## config.mk

```make
export PLATFORM = sky130hd
export DESIGN_NAME = ctx_frame_switch
export DESIGN_NICKNAME = d
export VERILOG_FILES = /design/src/rtl/ctx_pkg.sv /design/src/rtl/ctx_rr_pick.sv /design/src/rtl/ctx_regfile.sv /design/src/rtl/ctx_table.sv /design/src/rtl/ctx_frame_switch.sv
export SDC_FILE = /design/constraint.sdc
export NUM_CORES = 2
export LEC_CHECK = 0
export BUFFER_PORTS_ARGS = -buffer_cell sky130_fd_sc_hd__buf_2
export CORE_MARGIN = 1
export CORE_UTILIZATION = 40
export DETAILED_ROUTE_END_ITERATION = 10
export SYNTH_ARGS = -nofsm -noshare
export SYNTH_HDL_FRONTEND = slang
export SYNTH_SLANG_ARGS = --single-unit
```

## constraint.sdc

```tcl
create_clock -name clk -period 6.4 [get_ports clk]
set_input_delay 1.6 -clock clk [delete_from_list [all_inputs] [get_ports clk]]
set_output_delay 1.6 -clock clk [all_outputs]
set_load 0.02 [all_outputs]
```

## src/rtl/ctx_pkg.sv

```systemverilog
package ctx_pkg;

    typedef enum logic [1:0] {
        ST_RUN  = 2'd0,
        ST_IDLE = 2'd1,
        ST_TRAP = 2'd2
    } ctx_state_e;

    localparam logic [1:0] CAUSE_NONE   = 2'd0;
    localparam logic [1:0] CAUSE_MISS   = 2'd1;
    localparam logic [1:0] CAUSE_SYNC   = 2'd2;
    localparam logic [1:0] CAUSE_MEMREQ = 2'd3;

endpackage

```

## src/rtl/ctx_rr_pick.sv

```systemverilog
module ctx_rr_pick #(
    parameter int IW = 2,
    parameter int N  = 1 << IW
) (
    input  logic [IW-1:0] base_i,
    input  logic [N-1:0]  req_i,
    output logic [IW-1:0] pick_o,
    output logic          found_o
);

    logic [IW-1:0] cand;

    // search base+1 .. base+N, the last candidate wraps back to base itself
    always_comb begin
        found_o = 1'b0;
        pick_o  = base_i;
        cand    = base_i;
        for (int k = 1; k <= N; k++) begin
            cand = base_i + IW'(k);
            if (!found_o && req_i[cand]) begin
                found_o = 1'b1;
                pick_o  = cand;
            end
        end
    end

endmodule

```

## src/rtl/ctx_regfile.sv

```systemverilog
module ctx_regfile #(
    parameter int FP_W   = 2,
    parameter int IDX_W  = 3,
    parameter int DATA_W = 32
) (
    input  logic              clk,
    input  logic              rst_n,
    input  logic [FP_W-1:0]   fp_i,
    input  logic              wr_en_i,
    input  logic [IDX_W-1:0]  wr_idx_i,
    input  logic [DATA_W-1:0] wr_data_i,
    input  logic [IDX_W-1:0]  rd_idx_i,
    output logic [DATA_W-1:0] rd_data_o
);

    localparam int ADDR_W = FP_W + IDX_W;
    localparam int DEPTH  = 1 << ADDR_W;

    logic [DATA_W-1:0] mem [DEPTH];
    logic [ADDR_W-1:0] waddr;
    logic [ADDR_W-1:0] raddr;

    assign waddr = {fp_i, wr_idx_i};
    assign raddr = {fp_i, rd_idx_i};

    always_ff @(posedge clk) begin
        if (!rst_n) begin
            for (int i = 0; i < DEPTH; i++) begin
                mem[i] <= '0;
            end
        end else if (wr_en_i) begin
            mem[waddr] <= wr_data_i;
        end
    end

    assign rd_data_o = mem[raddr];


    wr_lands_in_cur_frame_chk: assert property (@(posedge clk) disable iff (!rst_n)
        wr_en_i |=> mem[$past(waddr)] == $past(wr_data_i));

endmodule

```

## src/rtl/ctx_table.sv

```systemverilog
module ctx_table #(
    parameter int FP_W  = 2,
    parameter int TID_W = 3,
    parameter int PC_W  = 32,
    parameter int N     = 1 << FP_W
) (
    input  logic             clk,
    input  logic             rst_n,
    input  logic [FP_W-1:0]  fp_i,
    input  logic             save_en_i,
    input  logic [PC_W-1:0]  save_pc_i,
    input  logic             blk_set_i,
    input  logic             done_v_i,
    input  logic [FP_W-1:0]  done_ctx_i,
    input  logic             ld_v_i,
    input  logic [FP_W-1:0]  ld_frame_i,
    input  logic [TID_W-1:0] ld_tid_i,
    input  logic [PC_W-1:0]  ld_pc_i,
    input  logic [TID_W-1:0] want_tid_i,
    output logic [N-1:0]     blk_o,
    output logic [PC_W-1:0]  act_pc_o,
    output logic             hit_o,
    output logic [FP_W-1:0]  hit_frame_o
);

    logic [N-1:0][PC_W-1:0]  pc_vec;
    logic [N-1:0][TID_W-1:0] tid_vec;

    for (genvar g = 0; g < N; g++) begin : g_ctx
        logic [PC_W-1:0]  pc_q;
        logic [TID_W-1:0] tid_q;
        logic             blk_q;
        logic             sel_fp;
        logic             sel_ld;

        assign sel_fp = (fp_i == FP_W'(g));
        assign sel_ld = ld_v_i && (ld_frame_i == FP_W'(g));

        always_ff @(posedge clk) begin
            if (!rst_n) begin
                pc_q  <= '0;
                tid_q <= TID_W'(g);
                blk_q <= 1'b0;
            end else begin
                if (save_en_i && sel_fp) begin
                    pc_q <= save_pc_i;
                end
                if (done_v_i && done_ctx_i == FP_W'(g)) begin
                    blk_q <= 1'b0;
                end
                if (blk_set_i && sel_fp) begin
                    blk_q <= 1'b1;
                end
                if (sel_ld) begin
                    pc_q  <= ld_pc_i;
                    tid_q <= ld_tid_i;
                    blk_q <= 1'b0;
                end
            end
        end

        assign pc_vec[g]  = pc_q;
        assign tid_vec[g] = tid_q;
        assign blk_o[g]   = blk_q;
    end

    assign act_pc_o = pc_vec[fp_i];

    // lowest matching frame wins: scan downward so the last hit is the lowest
    always_comb begin
        hit_o       = 1'b0;
        hit_frame_o = '0;
        for (int i = N - 1; i >= 0; i--) begin
            if (tid_vec[i] == want_tid_i) begin
                hit_o       = 1'b1;
                hit_frame_o = FP_W'(i);
            end
        end
    end


    unblock_takes_effect_chk: assert property (@(posedge clk) disable iff (!rst_n)
        (done_v_i && !(blk_set_i && fp_i == done_ctx_i)) |=> !blk_o[$past(done_ctx_i)]);


    load_lands_chk: assert property (@(posedge clk) disable iff (!rst_n)
        ld_v_i |=> (tid_vec[$past(ld_frame_i)] == $past(ld_tid_i)) &&
                   (pc_vec[$past(ld_frame_i)] == $past(ld_pc_i)) &&
                   !blk_o[$past(ld_frame_i)]);

endmodule

```

## src/rtl/ctx_frame_switch.sv

```systemverilog
module ctx_frame_switch
    import ctx_pkg::*;
#(
    parameter int FP_W   = 2,
    parameter int IDX_W  = 3,
    parameter int DATA_W = 32,
    parameter int PC_W   = 32,
    parameter int TID_W  = 3
) (
    input  logic                  clk,
    input  logic                  rst_n,
    input  logic                  fine_mode_i,
    input  logic                  evt_valid_i,
    input  logic [1:0]            evt_cause_i,
    input  logic [PC_W-1:0]       cur_pc_i,
    input  logic [(1<<FP_W)-1:0]  ready_mask_i,
    input  logic                  done_valid_i,
    input  logic [FP_W-1:0]       done_ctx_i,
    input  logic                  want_valid_i,
    input  logic [TID_W-1:0]      want_tid_i,
    input  logic                  ld_valid_i,
    input  logic [FP_W-1:0]       ld_frame_i,
    input  logic [TID_W-1:0]      ld_tid_i,
    input  logic [PC_W-1:0]       ld_pc_i,
    input  logic [IDX_W-1:0]      rd_idx_i,
    output logic [DATA_W-1:0]     rd_data_o,
    input  logic                  wr_en_i,
    input  logic [IDX_W-1:0]      wr_idx_i,
    input  logic [DATA_W-1:0]     wr_data_i,
    output logic [FP_W-1:0]       act_ctx_o,
    output logic [PC_W-1:0]       act_pc_o,
    output logic                  idle_o,
    output logic                  trap_o,
    output logic [TID_W-1:0]      trap_tid_o
);

    localparam int NUM_CTX = 1 << FP_W;

    ctx_state_e         st_q, st_d;
    logic [FP_W-1:0]    fp_q, fp_d;
    logic [TID_W-1:0]   trap_tid_q, trap_tid_d;

    logic               evt_takes;
    logic               evt_blocks;
    logic               in_run;
    logic               sw_evt;
    logic               want_hit_go;
    logic               save_en;
    logic               blk_set;
    logic [NUM_CTX-1:0] blk;
    logic [NUM_CTX-1:0] self_mask;
    logic [NUM_CTX-1:0] pick_req;
    logic [FP_W-1:0]    pick;
    logic               pick_found;
    logic               hit;
    logic [FP_W-1:0]    hit_frame;

    // event qualification by mode and cause
    assign evt_takes  = evt_valid_i && (evt_cause_i != CAUSE_NONE) &&
                        (fine_mode_i || evt_cause_i != CAUSE_MEMREQ);
    assign evt_blocks = evt_takes && (evt_cause_i != CAUSE_MEMREQ);

    assign in_run      = (st_q == ST_RUN);
    assign want_hit_go = in_run && want_valid_i && hit;
    assign sw_evt      = in_run && !want_valid_i && evt_takes;
    assign blk_set     = sw_evt && evt_blocks;
    assign save_en     = want_hit_go || sw_evt;

    assign self_mask = blk_set ? (NUM_CTX'(1) << fp_q) : '0;
    assign pick_req  = ready_mask_i & ~blk & ~self_mask;

    ctx_rr_pick #(
        .IW (FP_W)
    ) u_pick (
        .base_i  (fp_q),
        .req_i   (pick_req),
        .pick_o  (pick),
        .found_o (pick_found)
    );

    ctx_table #(
        .FP_W  (FP_W),
        .TID_W (TID_W),
        .PC_W  (PC_W)
    ) u_table (
        .clk         (clk),
        .rst_n       (rst_n),
        .fp_i        (fp_q),
        .save_en_i   (save_en),
        .save_pc_i   (cur_pc_i),
        .blk_set_i   (blk_set),
        .done_v_i    (done_valid_i),
        .done_ctx_i  (done_ctx_i),
        .ld_v_i      (ld_valid_i),
        .ld_frame_i  (ld_frame_i),
        .ld_tid_i    (ld_tid_i),
        .ld_pc_i     (ld_pc_i),
        .want_tid_i  (want_tid_i),
        .blk_o       (blk),
        .act_pc_o    (act_pc_o),
        .hit_o       (hit),
        .hit_frame_o (hit_frame)
    );

    ctx_regfile #(
        .FP_W   (FP_W),
        .IDX_W  (IDX_W),
        .DATA_W (DATA_W)
    ) u_rf (
        .clk       (clk),
        .rst_n     (rst_n),
        .fp_i      (fp_q),
        .wr_en_i   (wr_en_i),
        .wr_idx_i  (wr_idx_i),
        .wr_data_i (wr_data_i),
        .rd_idx_i  (rd_idx_i),
        .rd_data_o (rd_data_o)
    );

    // next-state logic
    always_comb begin
        st_d       = st_q;
        fp_d       = fp_q;
        trap_tid_d = trap_tid_q;
        unique case (st_q)
            ST_RUN: begin
                if (want_valid_i) begin
                    if (hit) begin
                        fp_d = hit_frame;
                    end else begin
                        st_d       = ST_TRAP;
                        trap_tid_d = want_tid_i;
                    end
                end else if (evt_takes) begin
                    if (pick_found) begin
                        fp_d = pick;
                    end else begin
                        st_d = ST_IDLE;
                    end
                end
            end
            ST_IDLE: begin
                if (pick_found) begin
                    fp_d = pick;
                    st_d = ST_RUN;
                end
            end
            ST_TRAP: begin
                st_d = ST_RUN;
            end
            default: begin
                st_d = ST_RUN;
            end
        endcase
    end

    // state register
    always_ff @(posedge clk) begin
        if (!rst_n) begin
            st_q       <= ST_RUN;
            fp_q       <= '0;
            trap_tid_q <= '0;
        end else begin
            st_q       <= st_d;
            fp_q       <= fp_d;
            trap_tid_q <= trap_tid_d;
        end
    end

    // outputs
    always_comb begin
        act_ctx_o  = fp_q;
        idle_o     = (st_q == ST_IDLE);
        trap_o     = (st_q == ST_TRAP);
        trap_tid_o = trap_tid_q;
    end


    trap_one_cycle_chk: assert property (@(posedge clk) disable iff (!rst_n)
        trap_o |=> !trap_o);


    trap_keeps_fp_chk: assert property (@(posedge clk) disable iff (!rst_n)
        $rose(trap_o) |-> $stable(act_ctx_o));


    fp_moves_only_on_switch_chk: assert property (@(posedge clk) disable iff (!rst_n)
        trap_o |=> $stable(act_ctx_o));


    idle_holds_fp_chk: assert property (@(posedge clk) disable iff (!rst_n)
        idle_o |=> (!idle_o || $stable(act_ctx_o)));


    block_mode_memreq_ignored_chk: assert property (@(posedge clk) disable iff (!rst_n)
        (in_run && !fine_mode_i && evt_valid_i && evt_cause_i == CAUSE_MEMREQ && !want_valid_i)
        |=> (!idle_o && !trap_o && $stable(act_ctx_o)));

endmodule

```

==> results.toml <==
[outcome]
status = "finished, final reports clean"

[floorplan]
fp-row-count = 135
initial_core_util_pct = 40.4
dieHeight_microns = 372
design.core.area_sq_mm = 0.136
ios = 197
die_w_microns = 372
dieArea_sq_mm = 0.138

[clocking]
numCtsBuffers = 117
ctsHtreeMaxLevel = 3
ctsResizeCount = 0
worstSkewPairLatency_ns = 0.72
cts-hold-fix-buffers = 0
clkSinkCount = 1175
cts_tree = "done"
post-cts-setup-buffer-count = 0
clk_pin_slew_ns = 0.06
root_buffer = "clkbuf_16"
clockBufferDepth = 3

[worst_setup_path]
rrSetupSlack_ns = 2.28
path_class = "input pin to output port"
start_kind = "input pin"
crit_arrival_ns = 3.98
crit_path_end = "rd_data_o[20]"
cp-end-kind = "output port"
crit_fanout = 22
reg2reg_from = "act_ctx_o[1]"
required_ns = 4.80
r2r-end = "u_rf.mem[24][14]"
crit_path_start = "rd_idx_i[0]"
rr_worst_depth = 5

[route]
wl_microns = 158000
drt_pass1_iterations = 5
num_vias = 31500
ant_nets = 0
drcViolationCount = 0
routedWlPerCell_microns = 28.4
drtIter0Drc = 3459
via_per_inst = 5.66

[synthesis]
ys_seq_area_share_pct = 61.6
synthesis.area_sq_mm = 0.0548
netlist_instances = 3627
ys.flop_type = "edfxtp_1"
ys_ff_latch = 1175
ys_async_sr_fraction_pct = 0
synth.net_count = 3757
synth_edf_count = 1024
ys_types = 57
syn_area_per_cell_sq_um = 15.1
synth_warnings = 0

[layout]
layout-drive-gt1-share_pct = 23.6
final_core_util_pct = 45.3
final_common_cell = "and2_1"
fillCellCount = 11900
finish.instance_area_sq_mm = 0.0615
final_cell_mix = "1025 x and2_1, 1024 x edfxtp_1, 353 x mux4_2"
multiInputGateArea_sq_mm = 0.0198
layout.nets = 3808
final-seq-area_sq_mm = 0.0338
synthToLayoutAreaGrowth_pct = 12.3

[global_route]
grt_max_degree = 84
grt_pass1_wl_microns = 226000
grt_usage_pct = 22.8
antenna_found_initial = 25
globalRoute.totalOverflow = 0
grt-busiest-layer = "met2"
met1_usage_pct = 31.1
grt_pass1_vias = 31600
met2_usage_pct = 36.6
grt_use_met3_pct = 5.51

[power]
power.leakage_nw = 23.3
totalPowerFinal_mw = 17.8
vdd_drop_max_v = 0.000258
powerDensity_mw_per_mm2 = 289

[timing]
hold_viol = 0
fin_crit_sh_pct = 87.2
skew_ns = 0.0220
grt_setup_unrepaired = "no"
timing.fmax_ghz = 0.179
setup_violations = 0
fin_tns_setup_ns = 0
fin_hold_ws_ns = 0.469
slew_headroom_pct = 14.7
slew_violations = 0
final.min_clock_period_ns = 5.58
worstMarginPinSlew_ns = 1.28

[job]
maxCapViolations = 0

[placed_design]
placed_area_sq_mm = 0.0578
dp.final_hpwl_microns = 89000
place_congestion = 0.790
numPortBuffers = 196

[hold_path]
hp-class = "register to register"
[layout make-up]
cell class	count	area share (%)
sequential	1175	54.9
multi-input combinational	2078	32.1
clock buffer	159	5.15
tap	1781	3.62
timing repair buffer	298	3.21
clock inverter	59	0.850
inverter	8	0.0488
antenna	11	0.0448
[registers in the layout, summed over array words and instances, names as in the netlist]
| signal | count |
|---|---|
| u_rf.mem | 1024 |
| u_table.g_ctx.pc_q | 128 |
| u_table.g_ctx.tid_q | 12 |
| u_table.g_ctx.blk_q | 4 |
| trap_tid_o | 3 |
| act_ctx_o | 2 |
| st_q | 2 |
[metal layers]
| metal | wire length [microns] | part of all wire (%) | vias to the layer above |
|---|---|---|---|
| li1 | - | - | 13600 |
| met2 | 74800 | 47 | 1216 |
| met3 | 13500 | 8.6 | 249 |
| met4 | 3540 | 2.2 | 28 |
| met1 | 66200 | 42 | 16500 |
| met5 | 184 | 0.12 | - |
[worst min path at each step]
stage | start | to | slack, ns | depth (start not counted)
floorplan | u_table.g_ctx[2].blk_q | u_table.g_ctx[2].blk_q | 0.45 | 2
finish | trap_tid_o[0] | trap_tid_o[0] | 0.47 | 2
detailed placement | trap_tid_o[0] | trap_tid_o[0] | 0.46 | 2
CTS | trap_tid_o[0] | trap_tid_o[0] | 0.47 | 2
global placement | trap_tid_o[0] | trap_tid_o[0] | 0.46 | 2
global route | u_table.g_ctx[3].pc_q[19] | u_table.g_ctx[3].pc_q[19] | 0.51 | 1
[critical path, cell delays in order]
cell and delay (ns):
buf_8 0.29, buf_4 0.35, mux4_2 0.53, mux4_2 0.48, nand2_1 0.14, nand2_1 0.27, buf_2 0.26
[synthesized netlist by cell type, types with 12 or more instances]
library cell / count / share of area (%)
and2_1: 1025 / 12
buf_8: 12 / 0.33
o21ai_0: 165 / 1.5
nand2_1: 133 / 0.91
buf_2: 36 / 0.33
mux4_2: 353 / 15
mux2i_1: 133 / 2.4
nor2_1: 41 / 0.28
xor2_1: 12 / 0.19
clkbuf_1: 272 / 1.9
buf_1: 16 / 0.11
dfxtp_1: 151 / 5.5
o211a_1: 128 / 2.3
edfxtp_1: 1024 / 56
[cell families (layout without fill, tap and decap cells)]
logic type               Yosys count  count (layout)  share of synthesized area, %
XOR/XNOR                          13              13                         0.222
AO/OA/AOI/OAI                    326             326                          4.37
buffers and inverters            374             524                          3.23
other                              0              11                             0
multiplexers                     486             486                          16.9
adder cells (fa/ha/maj)            4               4                        0.0913
AND/OR/NAND/NOR                 1249            1249                          13.5
flip-flops                      1175            1175                          61.6
[where the power goes]
group,switching [mW],internal (mW),total (mW)
clock network,2.98,3.81,6.79
registers,0.156,8.67,8.82
logic,1.33,0.818,2.15
[stage by stage]
step	worst slack [ns]	std cells
floorplan	1.05	3627
global placement	0.805	5340
detailed placement	0.809	5340
CTS	0.797	5558
global route	0.704	5559
finish	0.819	5569
(Power assumes the default switching activity.)
